File: src/rtl/mbox_pkg.sv
package mbox_pkg;

  typedef enum logic [1:0] {
    SEL_REQ_PTR  = 2'd0,
    SEL_FLAGS    = 2'd1,
    SEL_RPLY_PTR = 2'd2,
    SEL_NONE     = 2'd3
  } mbox_sel_e;

  typedef struct packed {
    logic      wr;
    logic      rd;
    mbox_sel_e sel;
  } mbox_acc_t;

  localparam int unsigned SIDE_REQ = 0;
  localparam int unsigned SIDE_RSP = 1;

endpackage

File: src/rtl/mbox_decode.sv
module mbox_decode
  import mbox_pkg::*;
#(
  parameter int unsigned ADDR_W    = 16,
  parameter int unsigned WIN_BYTES = 1024,
  parameter int unsigned NUM_ALIAS = 24
) (
  input  logic [ADDR_W-1:0] addr,
  input  logic              wr,
  input  logic              rd,
  output mbox_acc_t         acc
);
  localparam int unsigned OFF_W  = $clog2(WIN_BYTES);
  localparam int unsigned REGION = WIN_BYTES * NUM_ALIAS;

  logic             in_region;
  logic [OFF_W-1:0] off;
  mbox_sel_e        hit;

  assign in_region = ({1'b0, addr} < (ADDR_W+1)'(REGION));
  assign off       = addr[OFF_W-1:0];

  always_comb begin
    case (off)
      OFF_W'(0): hit = SEL_REQ_PTR;
      OFF_W'(4): hit = SEL_FLAGS;
      OFF_W'(8): hit = SEL_RPLY_PTR;
      default:   hit = SEL_NONE;
    endcase
  end

  always_comb begin
    acc.sel = in_region ? hit : SEL_NONE;
    acc.wr  = wr && (acc.sel != SEL_NONE);
    acc.rd  = rd;
  end

endmodule

File: src/rtl/mbox_ptr.sv
module mbox_ptr #(
  parameter int unsigned DATA_W = 32
) (
  input  logic              clk,
  input  logic              rst,
  input  logic              we,
  input  logic [DATA_W-1:0] wdata,
  output logic [DATA_W-1:0] q
);
  always_ff @(posedge clk) begin
    if (rst)     q <= '0;
    else if (we) q <= wdata;
  end
endmodule

File: src/rtl/mbox_flags.sv
module mbox_flags #(
  parameter int unsigned       DATA_W   = 32,
  parameter logic [DATA_W-1:0] REQ_OWN  = 32'h0000_0003,
  parameter logic [DATA_W-1:0] RSP_OWN  = 32'h0000_001C,
  parameter logic [DATA_W-1:0] RSP_IRQM = 32'h0000_0001,
  parameter logic [DATA_W-1:0] REQ_IRQM = 32'h0000_0014
) (
  input  logic              clk,
  input  logic              rst,
  input  logic              req_we,
  input  logic [DATA_W-1:0] req_wdata,
  input  logic              rsp_we,
  input  logic [DATA_W-1:0] rsp_wdata,
  output logic [DATA_W-1:0] flags_q,
  output logic              req_irq,
  output logic              rsp_irq
);
  logic [DATA_W-1:0] set_m, clr_m, flags_d;

  always_comb begin
    set_m = '0;
    clr_m = '0;
    if (req_we) begin
      set_m = set_m | (req_wdata & REQ_OWN);
      clr_m = clr_m | (req_wdata & RSP_OWN);
    end
    if (rsp_we) begin
      set_m = set_m | (rsp_wdata & RSP_OWN);
      clr_m = clr_m | (rsp_wdata & REQ_OWN);
    end
    flags_d = (flags_q & ~clr_m) | set_m;
  end

  always_ff @(posedge clk) begin
    if (rst) begin
      flags_q <= '0;
      req_irq <= 1'b0;
      rsp_irq <= 1'b0;
    end else begin
      flags_q <= flags_d;
      req_irq <= |(flags_d & REQ_IRQM);
      rsp_irq <= |(flags_d & RSP_IRQM);
    end
  end
endmodule

File: src/rtl/mbox_rdport.sv
module mbox_rdport
  import mbox_pkg::*;
#(
  parameter int unsigned DATA_W = 32
) (
  input  logic              clk,
  input  logic              rst,
  input  mbox_acc_t         acc,
  input  logic [DATA_W-1:0] req_ptr,
  input  logic [DATA_W-1:0] flags,
  input  logic [DATA_W-1:0] rply_ptr,
  output logic [DATA_W-1:0] rdata
);
  logic [DATA_W-1:0] mux;

  always_comb begin
    case (acc.sel)
      SEL_REQ_PTR:  mux = req_ptr;
      SEL_FLAGS:    mux = flags;
      SEL_RPLY_PTR: mux = rply_ptr;
      default:      mux = '0;
    endcase
  end

  always_ff @(posedge clk) begin
    if (rst)          rdata <= '0;
    else if (acc.rd)  rdata <= mux;
    else              rdata <= '0;
  end
endmodule

File: src/rtl/mbox_regs.sv
module mbox_regs
  import mbox_pkg::*;
#(
  parameter int unsigned       ADDR_W    = 16,
  parameter int unsigned       DATA_W    = 32,
  parameter int unsigned       WIN_BYTES = 1024,
  parameter int unsigned       NUM_ALIAS = 24,
  parameter logic [DATA_W-1:0] REQ_OWN   = 32'h0000_0003,
  parameter logic [DATA_W-1:0] RSP_OWN   = 32'h0000_001C,
  parameter logic [DATA_W-1:0] RSP_IRQM  = 32'h0000_0001,
  parameter logic [DATA_W-1:0] REQ_IRQM  = 32'h0000_0014
) (
  input  logic              clk,
  input  logic              rst,
  input  logic              req_wr,
  input  logic              req_rd,
  input  logic [ADDR_W-1:0] req_addr,
  input  logic [DATA_W-1:0] req_wdata,
  output logic [DATA_W-1:0] req_rdata,
  input  logic              rsp_wr,
  input  logic              rsp_rd,
  input  logic [ADDR_W-1:0] rsp_addr,
  input  logic [DATA_W-1:0] rsp_wdata,
  output logic [DATA_W-1:0] rsp_rdata,
  output logic              req_irq,
  output logic              rsp_irq
);
  localparam int unsigned NSIDE = 2;

  logic [ADDR_W-1:0] addr_s  [NSIDE];
  logic              wr_s    [NSIDE];
  logic              rd_s    [NSIDE];
  logic [DATA_W-1:0] wdata_s [NSIDE];
  logic [DATA_W-1:0] rdata_s [NSIDE];
  mbox_acc_t         acc_s   [NSIDE];

  logic [DATA_W-1:0] req_ptr_q, rply_ptr_q, flags_q;

  assign addr_s[SIDE_REQ]  = req_addr;
  assign addr_s[SIDE_RSP]  = rsp_addr;
  assign wr_s[SIDE_REQ]    = req_wr;
  assign wr_s[SIDE_RSP]    = rsp_wr;
  assign rd_s[SIDE_REQ]    = req_rd;
  assign rd_s[SIDE_RSP]    = rsp_rd;
  assign wdata_s[SIDE_REQ] = req_wdata;
  assign wdata_s[SIDE_RSP] = rsp_wdata;
  assign req_rdata         = rdata_s[SIDE_REQ];
  assign rsp_rdata         = rdata_s[SIDE_RSP];

  for (genvar s = 0; s < NSIDE; s++) begin : g_side
    mbox_decode #(
      .ADDR_W(ADDR_W), .WIN_BYTES(WIN_BYTES), .NUM_ALIAS(NUM_ALIAS)
    ) u_dec (
      .addr(addr_s[s]), .wr(wr_s[s]), .rd(rd_s[s]), .acc(acc_s[s])
    );

    mbox_rdport #(.DATA_W(DATA_W)) u_rd (
      .clk(clk), .rst(rst), .acc(acc_s[s]),
      .req_ptr(req_ptr_q), .flags(flags_q), .rply_ptr(rply_ptr_q),
      .rdata(rdata_s[s])
    );
  end

  // Each pointer is owned by one side; the other side's writes are dropped.
  mbox_ptr #(.DATA_W(DATA_W)) u_req_ptr (
    .clk(clk), .rst(rst),
    .we(acc_s[SIDE_REQ].wr && acc_s[SIDE_REQ].sel == SEL_REQ_PTR),
    .wdata(req_wdata), .q(req_ptr_q)
  );

  mbox_ptr #(.DATA_W(DATA_W)) u_rply_ptr (
    .clk(clk), .rst(rst),
    .we(acc_s[SIDE_RSP].wr && acc_s[SIDE_RSP].sel == SEL_RPLY_PTR),
    .wdata(rsp_wdata), .q(rply_ptr_q)
  );

  mbox_flags #(
    .DATA_W(DATA_W), .REQ_OWN(REQ_OWN), .RSP_OWN(RSP_OWN),
    .RSP_IRQM(RSP_IRQM), .REQ_IRQM(REQ_IRQM)
  ) u_flags (
    .clk(clk), .rst(rst),
    .req_we(acc_s[SIDE_REQ].wr && acc_s[SIDE_REQ].sel == SEL_FLAGS),
    .req_wdata(req_wdata),
    .rsp_we(acc_s[SIDE_RSP].wr && acc_s[SIDE_RSP].sel == SEL_FLAGS),
    .rsp_wdata(rsp_wdata),
    .flags_q(flags_q), .req_irq(req_irq), .rsp_irq(rsp_irq)
  );

endmodule

File: config.mk
export PLATFORM = sky130hd
export DESIGN_NAME = mbox_regs
export DESIGN_NICKNAME = d
export VERILOG_FILES = /design/src/rtl/mbox_pkg.sv /design/src/rtl/mbox_decode.sv /design/src/rtl/mbox_ptr.sv /design/src/rtl/mbox_flags.sv /design/src/rtl/mbox_rdport.sv /design/src/rtl/mbox_regs.sv
export SDC_FILE = /design/constraint.sdc
export NUM_CORES = 1
export LEC_CHECK = 0
export BUFFER_PORTS_ARGS = -buffer_cell sky130_fd_sc_hd__buf_2
export CORE_UTILIZATION = 25
export CTS_CLUSTER_SIZE = 25
export DETAILED_ROUTE_END_ITERATION = 8
export PLACE_DENSITY = 0.56
export SLEW_MARGIN = 15
export SYNTH_ARGS = -nofsm -noshare
export SYNTH_HDL_FRONTEND = slang
export SYNTH_SLANG_ARGS = --single-unit
export TNS_END_PERCENT = 20
File: constraint.sdc
create_clock -name clk -period 1.8 [get_ports clk]
set_input_delay 0.09 -clock clk [delete_from_list [all_inputs] [get_ports clk]]
set_output_delay 0.09 -clock clk [all_outputs]
set_load 0.05 [all_outputs]
Yosys cells after proc, flatten, opt, wreduce, memory -nomap -nowiden
Index checks and enable logic that the tools add are counted.
{"block": "totals", "mem_count": 0, "mem_bits_ro": 0, "regBits": 162, "out_inout_bits": 66, "word_cells": 49, "ram_bits": 0, "latch_bits": 0}
{"block": "op_classes", "eq_ne": 10, "muxes": 10, "n_addsub": 0, "div_mod_pow": 0, "mul": 0, "reduce_logical": 13, "n_lt_le_gt_ge": 2, "n_bitwise": 7, "shift": 0}
{"op": "$pmux 32 s3", "n": 2}
{"op": "$mux 32", "n": 2}
{"op": "$and 32x32->32", "n": 1}
{"op": "$lt 16x15->1 const B", "n": 2}
{"op": "$not 32->32", "n": 1}
{"op": "$or 32x2->32", "n": 1}
{"op": "$or 32x32->32", "n": 1}
{"op": "$or 32x5->32", "n": 1}
{"op": "$eq 10x3->1 const B", "n": 2}
{"op": "$eq 10x4->1 const B", "n": 2}
{"op": "$logic_not 10->1", "n": 2}
{"op": "$pmux 2 s3", "n": 2}
{"op": "$logic_and 1x1->1", "n": 6}
{"op": "$mux 2", "n": 3}
{"op": "$reduce_or 2->1", "n": 3}
{"op": "$mux 5", "n": 1}
{"op": "$eq 2x1->1 const B", "n": 2}
{"op": "$eq 2x2->1 const B", "n": 2}
{"op": "$logic_not 2->1", "n": 2}
{"op": "$ne 2x2->1 const B", "n": 2}
{"op": "$not 1->1", "n": 2}

Longest topological paths before layout
{"block": "depth", "ltp_word": 13, "mapped_depth": 7, "mapped_depth_nobuf": 4}

By module
A second synthesis with hierarchy kept.
{"block": "hier_totals", "cells_unflattened": 641, "hier_area_um2": 6822.8}
{"module": "mbox_rdport", "area_per_inst_um2": 1934.4, "n_inst": 2, "cells_each": 182}
{"module": "mbox_ptr", "area_per_inst_um2": 1163.6, "n_inst": 2, "cells_each": 103}
{"module": "mbox_flags", "area_per_inst_um2": 427.9, "n_inst": 1, "cells_each": 51}
{"module": "mbox_decode", "area_per_inst_um2": 80.1, "n_inst": 2, "cells_each": 8}
{"module": "mbox_regs", "area_per_inst_um2": 38.8, "n_inst": 1, "cells_each": 4}

Worst setup path after synthesis
OpenSTA, ideal clock, no wires.
{"block": "synth_path", "path_kind": "input -> register", "start": "input rsp_addr[4]", "end": "register g_side[1].u_rd.rdata[12]", "cell_stages": 6, "t_arrival_ns": 1.238, "setup_slack_ns": 0.498, "setup_ns": 0.064, "path_cell_list": "nor4_4 -> nand4_4 -> or2_1 -> buf_6 -> buf_12 -> nor2_4"}
{"block": "synth_between", "elab_chain_len": 5, "word_cells_on_any_way": 10, "cone_classes": "1 x order compare; 4 x eq/ne; 3 x mux; 2 x reduce/logical"}
{"item": "start: declaration", "line_no": "mbox_regs.sv:22", "rtl": "input logic [ADDR_W-1:0] rsp_addr,"}
{"item": "parallel branches: the longest is 2 deep, another holds $lt 16x15->1"}
{"item": "$mux 2 *", "line_no": "mbox_decode.sv:33", "rtl": "acc.sel = in_region ? hit : SEL_NONE;"}
{"item": "$eq 2x2->1, or another cell as far along", "line_no": "mbox_rdport.sv:17", "rtl": "case (acc.sel)"}
{"item": "$pmux 32 s3 *", "line_no": "mbox_rdport.sv:17"}
{"item": "end signal: assignment", "line_no": "mbox_rdport.sv:27", "rtl": "else if (acc.rd) rdata <= mux;"}
{"item": "end: declaration", "line_no": "mbox_rdport.sv:12", "rtl": "output logic [DATA_W-1:0] rdata"}
Mark *: on every way between the ends.
A chain may end at the register's enable or synchronous reset.

==> reports/qor.yml <==
run_status:
  status: "finished, final reports clean"
sta:
  fin_skew_ns: 0.0107
  fin_crit_ns: 1.16
  hold_violations: 0
  setup_ws_ns: 0.639
  maxSlewViolCount: 0
  setup_viol: 0
  whs_ns: 0.0252
  rsz0062_at_grt: "false"
  worstMarginPinSlew_ns: 0.789
  tns_ns: 0
  slew_headroom_pct: 47.4
  clock.fmax_mhz: 862
  finalCritPeriodShare_pct: 64.5
synth:
  synth_fp_nets: 668
  async_flop_share_pct: 0
  syn_avg_cell_area_sq_um: 9.22
  yosysTopAreaCell: "dfxtp_1"
  synth_area_leaders: "dfxtp_1, mux2i_1, nand2_1, a21oi_1, nor2_4"
  synth_ff_type: "dfxtp_1"
  yosys.cell_types.count: 33
  synth_edf_count: 0
  ys_seq_area_share_pct: 51.4
  syn_inst: 566
  ys_seq_elements: 134
  synth_top_area_share_pct: 51.4
  synthesis.area_sq_um: 5220
  yosys_warnings: 0
global_route:
  busiest_layer: "met2"
  grt_pass1_vias: 4685
  grt_use_met2_pct: 25.8
  grt_pass1_wl_um: 25400
  grt_max_degree: 70
  grt-ovfl-total: 0
  antenna_found_initial: 0
  grtUsageMet3_pct: 3.78
  grtUsageMet1_pct: 19.6
  grtUsageTotal_pct: 15.7
placed_design:
  io_buffers: 161
  hpwl_um: 10500
  globalplace.congestion: 0.757
  pre_cts_slack_ns: 0.209
  dpl.cell_count: 977
detailed_routing:
  vias: 4679
  dr.first_iter.drc_count: 137
  routed_wl_um: 16200
  ant_nets: 0
  drt-vias-per-instance: 4.36
  routedWlPerCell_um: 15.1
  dr.pass1.iters: 4
  drc: 0
die:
  dieArea_sq_um: 21500
  fp-row-count: 52
  ios: 168
  core_area_sq_um: 20400
  fp.dieW_um: 147
  start_util_pct: 25.6
  fp.dieH_um: 147
power:
  p_sw_w: 0.00152
  swShare_pct: 22.2
  comb_power_share_pct: 5.9
  p_leak_nw: 3.08
  p_int_w: 0.00534
  pwr-share-clk_pct: 50.8
  power_density_nw_per_um2: 902
  ir_worst_vdd_mv: 0.566
  seq_power_share_pct: 43.2
clocking:
  cts_max_path_buffers: 2
  insertion_delay_ns: 0.42
  numCtsBuffers: 17
  ctsResizeCount: 0
  root_buffer: "clkbuf_16"
  cts_tree: "yes"
  cts.clk_slew.worst_paths_ns: 0.06
  htreeDepth: 4
  cts.sinks: 134
cells_and_area:
  multi_input_area_sq_um: 2300
  final_nets: 892
  instances_no_fill: 1072
  fillCellCount: 2101
  regArea_sq_um: 2680
  drive_gt1_share_pct: 30.3
  diodes: 0
  final_cell_mix: "buf_2, nand2_1, dfxtp_1"
  final_common_cell: "buf_2"
  area_growth_pct: 45.7
setup_path:
  arrival_ns: 1.07
  reg2regPathDepth: 4
  regToRegEndpoint: "g_side[0].u_rd.rdata[3]$_SDFF_PP0_"
  r2r-start: "u_rply_ptr.q[3]$_SDFFE_PP0P_"
  critPathTopFamily: "flip-flops"
  cp.required_ns: 1.71
  crit_fanout: 4
  r2r_slack_ns: 0.80
  crit_path_start_kind: "register"
  slowest_stage: "dfxtp_1"
  cp-end-kind: "primary output"
  cp_slowest_stage_delay_ns: 0.37
  crit_type: "register to primary output"
  crit_chain: "buf_2"
  worst-path-buf-inv: 1
min_path:
  hp-start: "rsp_addr[15]"
  min_path_type: "input port to register"
  holdPathStages: 4
  holdPathEnd: "u_flags.req_irq$_SDFF_PP0_"
run:
  maxCapViolations: 0
## synthesized netlist by cell type (4+ instances only)
master and count:
a21oi_1 79, buf_1 5, buf_2 10, clkbuf_1 19
dfxtp_1 134, inv_1 4, mux2i_1 64, nand2_1 135
nand4_1 4, nor2_1 29, nor2_4 20, nor3_1 29
## cell type report
class | instances | area share, %
Inverter | 4 | 0.197
Tap cell | 270 | 4.44
Clock inverter | 10 | 1.60
Timing Repair Buffer | 246 | 22.1
Multi-Input combinational cell | 387 | 30.2
Sequential cell | 134 | 35.3
Clock buffer | 21 | 6.19
## what timing repair did
action                                 in CTS  in global routing
buffers inserted                            0                  0
hold buffers                               64                  0
endpoints found under the hold margin      69                  0
## flip-flops by register name (all words and copies together), names as in the netlist
register / cells
u_flags.flags_q: 5
u_flags.req_irq: 1
u_rply_ptr.q: 32
u_req_ptr.q: 32
g_side.u_rd.rdata: 64
## worst register-to-register path: stages, from the launching register on
cell and delay (ns):
dfxtp_1 0.33, mux2i_1 0.14, nor2_1 0.06, a21oi_1 0.28
nor2_1 0.07
## worst max path at each step
stage / startpoint / endpoint / slack [ns] / cells past startpoint
after global placement: rsp_addr[1] / g_side[1].u_rd.rdata[18]$_SDFF_PP0_ / 0.22 / 6
after CTS: u_flags.flags_q[0]$_SDFF_PP0_ / rsp_irq / 0.62 / 1
after global routing: req_addr[0] / u_req_ptr.q[5]$_SDFFE_PP0P_ / 0.50 / 6
final: u_flags.flags_q[0]$_SDFF_PP0_ / rsp_irq / 0.64 / 1
after detailed placement: rsp_addr[1] / g_side[1].u_rd.rdata[17]$_SDFF_PP0_ / 0.21 / 6
after floorplan: rsp_addr[4] / g_side[1].u_rd.rdata[12]$_SDFF_PP0_ / 0.50 / 6
## routing by layer
metal  up-vias  part of all wire (%)  wire length (um)
li1       2350                     -                 -
met1      2179                    47              7590
met2       127                    47              7620
met3        23                   3.8               608
met4         0                   2.1               337
met5         -                     0                 0
## cell families (layout without fill, tap and decap cells)
| family | Yosys count | after routing | synth area share (%) |
|---|---|---|---|
| AOI/OAI and AO/OA | 89 | 89 | 9.15 |
| buffers and inverters | 45 | 281 | 4.60 |
| and+or+nand+nor | 234 | 234 | 22.6 |
| DFF | 134 | 134 | 51.4 |
| muxes | 64 | 64 | 12.3 |
## stage by stage
step	total power, W	util [%]	instance area, sq um
5_1_grt	0.00713	37.3	7610
3_3_place_gp	0.00333	31.3	6370
4_1_cts	0.00695	37.3	7610
2_1_floorplan	0.00315	-	5220
6_report	0.00686	37.3	7610
3_5_place_dp	0.00333	31.3	6370
## power by group through the flow
stage	sequential (W)	clock [W]	combinational, W
6_report	0.00297	0.00349	0.000406
5_1_grt	0.00296	0.00373	0.000436
2_1_floorplan	0.00303	0	0.000123
3_5_place_dp	0.00303	0	0.000300
4_1_cts	0.00297	0.00357	0.000407
3_3_place_gp	0.00303	0	0.000301
(Power assumes the default switching activity.)
